File: src/rtl/skip_eval.sv
module skip_eval #(
  parameter int W = 32,
  parameter int SELW = 5,
  localparam int IDXW = $clog2(W)
) (
  input  logic            clk,
  input  logic            rst_n,
  input  logic            in_valid,
  input  logic [SELW-1:0] cond_sel,
  input  logic [W-1:0]    op_a,
  input  logic [W-1:0]    op_b,
  input  logic [IDXW-1:0] bit_idx,
  input  logic            carry,
  output logic            skip_vld,
  output logic            skip_q
);

  localparam logic [W-1:0] MSB = {1'b1, {(W-1){1'b0}}};

  logic sel_bit, a_zero, a_neg, eq, ugt, sgt, raw;
  logic shadow;

  assign sel_bit = op_a[bit_idx];
  assign a_zero  = (op_a == '0);
  assign a_neg   = op_a[W-1];
  assign eq      = (op_a == op_b);
  assign ugt     = (op_a > op_b);
  assign sgt     = ((op_a ^ MSB) > (op_b ^ MSB));

  always_comb begin
    case (cond_sel)
      5'd0:    raw = sel_bit;
      5'd1:    raw = !sel_bit;
      5'd2:    raw = a_zero;
      5'd3:    raw = !a_zero;
      5'd4:    raw = !a_neg;
      5'd5:    raw = a_neg;
      5'd6:    raw = !a_neg && !a_zero;
      5'd7:    raw = a_neg || a_zero;
      5'd8:    raw = eq;
      5'd9:    raw = !eq;
      5'd10:   raw = ugt;
      5'd11:   raw = ugt || eq;
      5'd12:   raw = !ugt;
      5'd13:   raw = !ugt && !eq;
      5'd14:   raw = sgt;
      5'd15:   raw = sgt || eq;
      5'd16:   raw = !sgt;
      5'd17:   raw = !sgt && !eq;
      5'd18:   raw = !carry;
      5'd19:   raw = carry;
      default: raw = 1'b0;
    endcase
  end

  always_ff @(posedge clk or negedge rst_n) begin
    if (!rst_n) begin
      skip_vld <= 1'b0;
      skip_q   <= 1'b0;
      shadow   <= 1'b0;
    end else begin
      skip_vld <= in_valid;
      skip_q   <= in_valid && !shadow && raw;
      if (in_valid) shadow <= !shadow && raw;
    end
  end

endmodule

File: config.mk
export PLATFORM = sky130hd
export DESIGN_NAME = skip_eval
export DESIGN_NICKNAME = d
export VERILOG_FILES = /design/src/rtl/skip_eval.sv
export SDC_FILE = /design/constraint.sdc
export NUM_CORES = 1
export LEC_CHECK = 0
export BUFFER_PORTS_ARGS = -buffer_cell sky130_fd_sc_hd__buf_2
export CAP_MARGIN = 20
export CORE_MARGIN = 1.5
export CORE_UTILIZATION = 47
export DETAILED_ROUTE_END_ITERATION = 6
export MAX_ROUTING_LAYER = met4
export PLACE_DENSITY = 0.82
export SYNTH_ARGS = -nofsm -noshare
export SYNTH_HDL_FRONTEND = slang
export SYNTH_SLANG_ARGS = --single-unit
File: constraint.sdc
create_clock -name clk -period 1.4 [get_ports clk]
set_clock_uncertainty 0.15 [all_clocks]
set_input_delay 0.14 -clock clk [delete_from_list [all_inputs] [get_ports clk]]
set_output_delay 0.14 -clock clk [all_outputs]
set_load 0.01 [all_outputs]
==> metrics.yaml, run 1 <==
outcome:
  status: "complete, but fails checks"
  failed_checks: "DRC, setup timing"
floorplanning:
  die_x_um: 61.2
  io_pins: 80
  die-area_mm2: 0.00375
  initial_core_util_pct: 50.9
  die_y_um: 61.2
  core_area_mm2: 0.00313
  row_count: 20
global_route:
  overflow: 0
  grt_max_degree: 8
  grt_pass1_wl_mm: 9.53
  track_usage_pct: 34.9
  grt_pass1_vias: 2268
  antenna_found_initial: 0
timing:
  slew_headroom_pct: 61.3
  final_hold_viol_count: 0
  slew_viol_final: 0
  grt_setup_unrepaired: "yes"
  setup_tns_ns: -1.41
  fin_crit_sh_pct: 152
  fin_crit_ns: 2.12
  setup_viol: 2
  tightest_slew_ns: 0.576
  timing.fmax_ghz: 0.471
  layout_setup_ws_ns: -0.723
setup_path:
  worstPathCellList: "buf_6 > ha_4 > nor2b_1 > o211ai_1 > a2111oi_2 > or4_4 > a21oi_4 > mux2_4 > nand4_1"
  crit_required_ns: 1.42
  critPathMaxFanout: 2
  crit_start: "op_a[1]"
  startpoint_type: "primary input"
  r2r_end: "shadow$_DFFE_PN0P_"
  cpPeakStageDelay_ns: 0.59
  end_kind: "flip-flop"
  critical_path_class: "in -> reg"
  cp-endpoint: "shadow$_DFFE_PN0P_"
  rr_worst_depth: 4
  r2r_start: "shadow$_DFFE_PN0P_"
  arrival_ns: 2.14
  crit_slowest_cell: "or4_4"
  r2r_slack_ns: -0.07
routing:
  routedWlPerCell_um: 20.5
  via_per_inst: 6.55
  drt_iter0_drc: 325
  first_pass_iters: 7
  wirelength_mm: 7.86
  vias: 2508
  ant_nets: 0
  post-route-drc-count: 1
cells_and_area:
  antennaDiodeCount: 0
  final_core_util_pct: 88.7
  instances_no_fill: 383
  area_growth_pct: 74.2
  drive_above_1_share_pct: 52.2
  nets: 451
synthesis:
  yosys_warnings: 0
  synth_nets: 315
  synthFlopType: "dfrtp_1"
  syn_area_per_cell_um2: 7.81
  synthCells: 204
  syn_area_mm2: 0.00159
  seq_area_frac_synth_pct: 4.71
  synth-seq-cells: 3
  async_flop_share_pct: 100
  synth_cell_type_count: 44
  synth_edf_count: 0
power_and_ir_drop:
  ir_worst_vdd_mv: 0.227
  p_leak_nw: 1.41
  total_power_mw: 1.07
  power_density_mw_per_mm2: 386
placed_design:
  routabilityCongestion: 0.931
  dp.cells: 370
  place_ws_ns: -0.962
  dp_hpwl_mm: 4.44
  io_buffers: 79
clocking:
  clkSinkCount: 3
  cts_tree: "built"
  clockBufferDepth: 2
  htreeDepth: 1
  clk_latency_ns: 0.23
  clkSlewWorstSetupHoldPaths_ns: 0.04
  numCtsBuffers: 3
  clockRootBuffer: "clkbuf_4"
run:
  maxCapViolCount: 0
worst_hold_path:
  hold_class: "in -> reg"
-- worst min-delay path by stage --
stage                        start                  to  slack [ns]  cells past startpoint
after detailed placement     rst_n  shadow$_DFFE_PN0P_       -0.21                      1
after CTS                    rst_n    skip_q$_DFF_PN0_        0.07                      2
after floorplan              rst_n  shadow$_DFFE_PN0P_       -0.31                      0
after global routing         rst_n    skip_q$_DFF_PN0_        0.11                      2
final                     in_valid  shadow$_DFFE_PN0P_        0.08                      3
after global placement       rst_n  skip_vld$_DFF_PN0_       -0.22                      1
-- timing repair --
action                     4_1_cts  5_1_grt
cloned                           0        0
buffers inserted                 3        4
resized for setup               24       24
hold buffers                     2        0
setup endpoints to repair        2        2
hold endpoints to repair         4        0
pin swaps                       20       19
-- metal layers --
| metal | up-vias | global-route usage [%] | wire length [µm] |
|---|---|---|---|
| met3 | 82 | 3.99 | 816 |
| li1 | 1041 | - | - |
| met4 | 0 | 16.1 | 609 |
| met5 | - | - | 0 |
| met1 | 1132 | 35.7 | 2700 |
| met2 | 253 | 65.5 | 3730 |
-- cell usage in the layout (no fill, tap or decap), drive strengths merged, types with 2 or more instances in the layout --
cell type / netlist / final
o21ai: 6 / 6
nor2b: 2 / 2
dlygate4sd3: 0 / 2
clkbuf: 2 / 4
xnor2: 2 / 2
o21a: 2 / 2
nand4: 13 / 13
buf: 3 / 134
nand3: 6 / 6
nor2: 6 / 6
mux4: 4 / 4
nand2: 10 / 10
a22oi: 5 / 5
dfrtp: 3 / 3
mux2i: 10 / 10
and3b: 2 / 2
nor4: 12 / 12
a21oi: 15 / 15
o211ai: 3 / 3
ha: 33 / 33
a21o: 3 / 3
inv: 39 / 39
o2111ai: 3 / 3
nor3: 3 / 3
-- synthesized netlist by cell type, types with 3 or more instances --
cell type / count / area share [%]
o2111ai_1: 3 / 1.6
inv_1: 39 / 9.2
nor3_1: 3 / 0.94
nand3_1: 6 / 1.9
dfrtp_1: 3 / 4.7
nand2_1: 10 / 2.4
o21ai_0: 6 / 1.9
a22oi_1: 5 / 2.4
ha_1: 33 / 26
nand4_1: 13 / 5.1
a21o_1: 3 / 1.4
nor4_1: 8 / 3.1
mux2i_1: 10 / 6.3
o211ai_1: 3 / 1.4
nor4_2: 4 / 3.1
mux4_2: 3 / 4.2
nor2_1: 6 / 1.4
a21oi_1: 15 / 4.7
-- cells by family after synthesis --
group / Yosys count / synth area share [%]
simple gates: 61 / 23.5
compound gates: 45 / 19.1
buf+inv: 44 / 12.3
fa+ha+maj: 33 / 25.9
mux: 15 / 12.9
xor+xnor: 3 / 1.65
flops: 3 / 4.71
-- where the power goes --
part	leakage (nW)	internal, mW	switching (mW)
combinational	1.35	0.411	0.406
sequential	0.0385	0.0943	0.00213
clock	0.0150	0.107	0.0502
total	1.41	0.612	0.458
-- critical path, delay by kind of cell --
kind / cells / cell delay (ns)
buffers and inverters: 1 / 0.11
and+or+nand+nor: 3 / 0.83
adders and majority gates: 1 / 0.23
AOI/OAI and AO/OA: 3 / 0.51
muxes: 1 / 0.32
-- stage by stage --
step	hold WS, ns	area [µm²]
final	0.0770	2780
after global routing	0.108	2780
after CTS	0.0677	2600
after detailed placement	-0.213	2390
after global placement	-0.215	2390
after floorplan	-0.306	1630
-- cell type report --
type,instances,area (µm²)
repair buffers,136,886
multi-input cells,157,1570
well taps,44,55.1
clock buffers,4,26.3
fillers,136,353
inverters,39,159
flip-flops and latches,3,75.1
-- registers in the layout (all words and copies together), names as in the netlist --
signal	count
shadow	1
skip_q	1
skip_vld	1
Note: power is estimated with default switching activity, not from simulation.
==> run 2, diff against run 1 <==
Settings changed: GPL_ROUTABILITY_DRIVEN from default to 0, PLACE_DENSITY 0.82 to 0.91.
==> metrics.yaml, run 2 (synthesis results as in run 1) <==
routing:
  via_per_inst: 6.13
  vias: 2343
  post-route-drc-count: 0
  first_pass_iters: 5
  wirelength_mm: 7.21
  ant_nets: 0
  drt_iter0_drc: 192
  routedWlPerCell_um: 18.9
setup_path:
  r2r_slack_ns: -0.06
  r2r_start: "shadow$_DFFE_PN0P_"
  cpPeakStageDelay_ns: 0.32
  startpoint_type: "primary input"
  crit_start: "op_a[7]"
  critical_path_class: "in -> reg"
  critPathMaxFanout: 4
  crit_required_ns: 1.35
  end_kind: "flip-flop"
  rr_worst_depth: 4
  arrival_ns: 2.04
  crit_top_cell: "nand4_1"
  crit_slowest_cell: "ha_1"
  worstPathCellList: "buf_2 > ha_1 > nand4_1 > nor4_2 > and3b_2 > mux2i_1 > nand3_1 > o31ai_4 > nand4_1"
  cp-endpoint: "shadow$_DFFE_PN0P_"
  r2r_end: "shadow$_DFFE_PN0P_"
timing:
  grt_setup_unrepaired: "yes"
  tightest_slew_ns: 0.589
  final_hold_viol_count: 0
  timing.fmax_ghz: 0.479
  fin_crit_sh_pct: 149
  slew_viol_final: 0
  layout_setup_ws_ns: -0.688
  setup_viol: 2
  slew_headroom_pct: 60.4
  fin_crit_ns: 2.09
cells_and_area:
  final_cell_mix: "buf_2 (76), buf_4 (54), inv_1 (29), ha_4 (19)"
  drive_above_1_share_pct: 55.5
  reg_top3: "shadow (1), skip_q (1), skip_vld (1)"
  area_growth_pct: 75.2
  final_core_util_pct: 89.2
  final_common_cell: "buf_2"
  nets: 449
floorplanning:
  core_area_mm2: 0.00313
  initial_core_util_pct: 50.9
  die_y_um: 61.2
  die_x_um: 61.2
  row_count: 20
  die-area_mm2: 0.00375
  io_pins: 80
outcome:
  failed_checks: "setup timing"
  status: "complete, but fails checks"
worst_hold_path:
  hold_class: "in -> async"
global_route:
  grt_max_degree: 13
  grt_pass1_wl_mm: 10.2
  antenna_found_initial: 1
  track_usage_pct: 37.5
  overflow: 0
  grt_pass1_vias: 2390
clocking:
  clkSinkCount: 3
  clk_latency_ns: 0.24
  htreeDepth: 1
  clockRootBuffer: "clkbuf_4"
  cts_tree: "built"
  clkSlewWorstSetupHoldPaths_ns: 0.04
  clockBufferDepth: 2
  numCtsBuffers: 3
power_and_ir_drop:
  total_power_mw: 1.06
  power_density_mw_per_mm2: 380
  ir_worst_vdd_mv: 0.197
  p_leak_nw: 1.38
placed_design:
  dp_hpwl_mm: 4.94
  io_buffers: 79
run:
  maxCapViolCount: 0
[run 2: worst min path at each step]
stage                         endpoint  start  cells after the start  slack [ns]
global route        shadow$_DFFE_PN0P_  rst_n                      2        0.09
floorplan           shadow$_DFFE_PN0P_  rst_n                      0       -0.31
CTS                 shadow$_DFFE_PN0P_  rst_n                      2        0.08
global placement    skip_vld$_DFF_PN0_  rst_n                      1       -0.22
finish                skip_q$_DFF_PN0_  rst_n                      2        0.07
detailed placement  shadow$_DFFE_PN0P_  rst_n                      1       -0.22
[run 2: critical path: cells and delay by family]
kind / cells / cell delay [ns]
fa+ha+maj: 1 / 0.32
mux: 1 / 0.19
compound gates: 1 / 0.27
buf+inv: 1 / 0.11
simple gates: 5 / 0.99
[run 2: cell type report]
cell class	count	area (µm²)
Multi-Input combinational cell	157	1640
Timing Repair Buffer	134	832
Fill cell	149	338
Inverter	39	159
Sequential cell	3	75.1
Tap cell	44	55.1
Clock buffer	4	26.3
Antenna cell	1	2.50
[run 2: routing by layer]
layer  up-vias  GRT usage [%]  routed length (µm)
met4         0           23.6                 599
met3        64           6.30                 595
li1       1037              -                   -
met2       197           69.5                3540
met5         -              -                   0
met1      1045           35.4                2470
[run 2: metrics by stage]
| stage | hold slack, ns | worst slack [ns] | instances | instance area (µm²) | setup TNS, ns |
|---|---|---|---|---|---|
| final | 0.0745 | -0.688 | 382 | 2790 | -1.33 |
| after CTS | 0.0802 | -0.610 | 380 | 2630 | -1.21 |
| after global placement | -0.215 | -0.885 | 374 | 2420 | -1.77 |
| after detailed placement | -0.215 | -1.04 | 374 | 2420 | -2.07 |
| after floorplan | -0.306 | -0.622 | 204 | 1630 | -1.24 |
| after global routing | 0.0874 | -0.728 | 382 | 2790 | -1.40 |
[run 2: power breakdown]
part           internal (mW)  switching, mW
Clock                  0.107         0.0478
Combinational          0.414          0.396
Sequential            0.0944        0.00210
Total                  0.615          0.446
[run 2: repair_timing]
item | in CTS | in global routing
endpoints found under the hold margin | 4 | 0
hold buffers | 2 | 0
buffers inserted | 0 | 1
endpoints found under the setup margin | 2 | 2
pin swaps | 8 | 14
resized for setup | 24 | 24
==> run 3, diff against run 2 <==
Settings changed: CORE_UTILIZATION 47 to 35, PLACE_DENSITY 0.91 to 0.73.
==> metrics.yaml, run 3 (synthesis results as in run 1) <==
outcome:
  status: "complete, but fails checks"
  failed_checks: "setup timing"
floorplanning:
  row_count: 24
  die_x_um: 70.5
  io_pins: 80
  core_area_mm2: 0.00435
  die_y_um: 70.5
  die-area_mm2: 0.00496
  initial_core_util_pct: 36.6
placed_design:
  dp.cells: 375
  place_ws_ns: -0.961
  placed_area_mm2: 0.00237
  io_buffers: 79
  dp_hpwl_mm: 4.20
global_route:
  track_usage_pct: 21.3
  grt_pass1_vias: 2075
  overflow: 0
  antenna_found_initial: 0
  grt_max_degree: 12
  grt_pass1_wl_mm: 8.62
power_and_ir_drop:
  ir_worst_vdd_mv: 0.300
  power_density_mw_per_mm2: 391
  p_leak_nw: 1.38
worst_hold_path:
  hold_class: "in -> async"
timing:
  slew_headroom_pct: 68.3
  timing.fmax_ghz: 0.495
  setup_tns_ns: -1.23
  fin_crit_sh_pct: 144
  setup_viol: 2
  layout_setup_ws_ns: -0.618
  slew_viol_final: 0
  grt_setup_unrepaired: "yes"
  fin_crit_ns: 2.02
  final_hold_viol_count: 0
  tightest_slew_ns: 0.471
setup_path:
  cpPeakStageDelay_ns: 0.52
  arrival_ns: 2.02
  end_kind: "flip-flop"
  crit_slowest_cell: "or4_4"
  startpoint_type: "primary input"
  critical_path_class: "in -> reg"
  crit_required_ns: 1.40
  worstPathCellList: "buf_8 > inv_12 > ha_4 > nor2b_1 > o211ai_1 > a2111oi_2 > or4_4 > a21oi_4 > mux2_4 > nand3_1"
  critPathMaxFanout: 2
routing:
  first_pass_iters: 4
  ant_nets: 0
  routedWlPerCell_um: 13.4
  vias: 2078
  via_per_inst: 5.40
  wirelength_mm: 5.16
  drt_iter0_drc: 90
  post-route-drc-count: 0
cells_and_area:
  final_cell_mix: "buf_2 (68), buf_4 (50), inv_1 (34), ha_1 (24), a21oi_1 (14)"
  instances_no_fill: 385
  nets: 445
  final_cell_area_mm2: 0.00269
  final_common_cell: "buf_2"
  antennaDiodeCount: 0
  drive_above_1_share_pct: 48.6
  final_core_util_pct: 61.8
  reg_top3: "shadow (1), skip_q (1), skip_vld (1)"
  area_growth_pct: 68.9
clocking:
  clkSlewWorstSetupHoldPaths_ns: 0.03
  clockBufferDepth: 2
  clockRootBuffer: "clkbuf_8"
  numCtsBuffers: 3
  cts_tree: "built"
  htreeDepth: 1
  clkSinkCount: 3
  clk_latency_ns: 0.21
run:
  maxCapViolCount: 0
## run 3: cell type report
cell class,instances,area [µm²]
Sequential cell,3,75.1
Clock buffer,4,45.0
Tap cell,52,65.1
Timing Repair Buffer,130,852
Fill cell,392,1660
Multi-Input combinational cell,157,1490
Inverter,39,161
## run 3: final timing paths
path | startpoint | end | slack, ns | cells past startpoint
max | op_b[1] | skip_q$_DFF_PN0_ | -0.62 | 10
min | rst_n | skip_vld$_DFF_PN0_ | 0.10 | 2
max reg2reg | shadow$_DFFE_PN0P_ | shadow$_DFFE_PN0P_ | 0.05 | 4
min reg2reg | shadow$_DFFE_PN0P_ | shadow$_DFFE_PN0P_ | 0.50 | 2
max in group asynchronous | rst_n | shadow$_DFFE_PN0P_ | 0.89 | 2
min in group clk | in_valid | shadow$_DFFE_PN0P_ | 0.11 | 3
## run 3: critical path, delay by kind of cell
family | cells | cell delay (ns)
buffers and inverters | 2 | 0.15
muxes | 1 | 0.32
and+or+nand+nor | 3 | 0.73
AOI/OAI and AO/OA | 3 | 0.51
adders and majority gates | 1 | 0.18
## run 3: per-layer routing
metal	up-vias	GRT usage, %	wire length (µm)
met3	6	2.89	334
li1	1028	-	-
met1	975	25.1	2100
met2	69	37.9	2670
met4	0	5.34	51
met5	-	-	0
## run 3: per-stage QoR
| step | hold WS, ns | power (mW) |
|---|---|---|
| after detailed placement | -0.212 | 0.714 |
| after global routing | 0.111 | 1.15 |
| final | 0.105 | 1.05 |
| after CTS | 0.0961 | 1.02 |
| after global placement | -0.214 | 0.701 |
| after floorplan | -0.306 | 0.399 |
## run 3: power by group
part	total (mW)	switching [mW]	internal (mW)
clock	0.249	0.0551	0.194
sequential	0.0961	0.00161	0.0945
combinational	0.707	0.323	0.384
## run 3: timing repair
item,4_1_cts,5_1_grt
endpoints found under the hold margin,4,0
pin swaps,14,2
hold buffers,2,0
gates resized for setup,24,16
buffers inserted,3,1
setup endpoints to repair,2,2
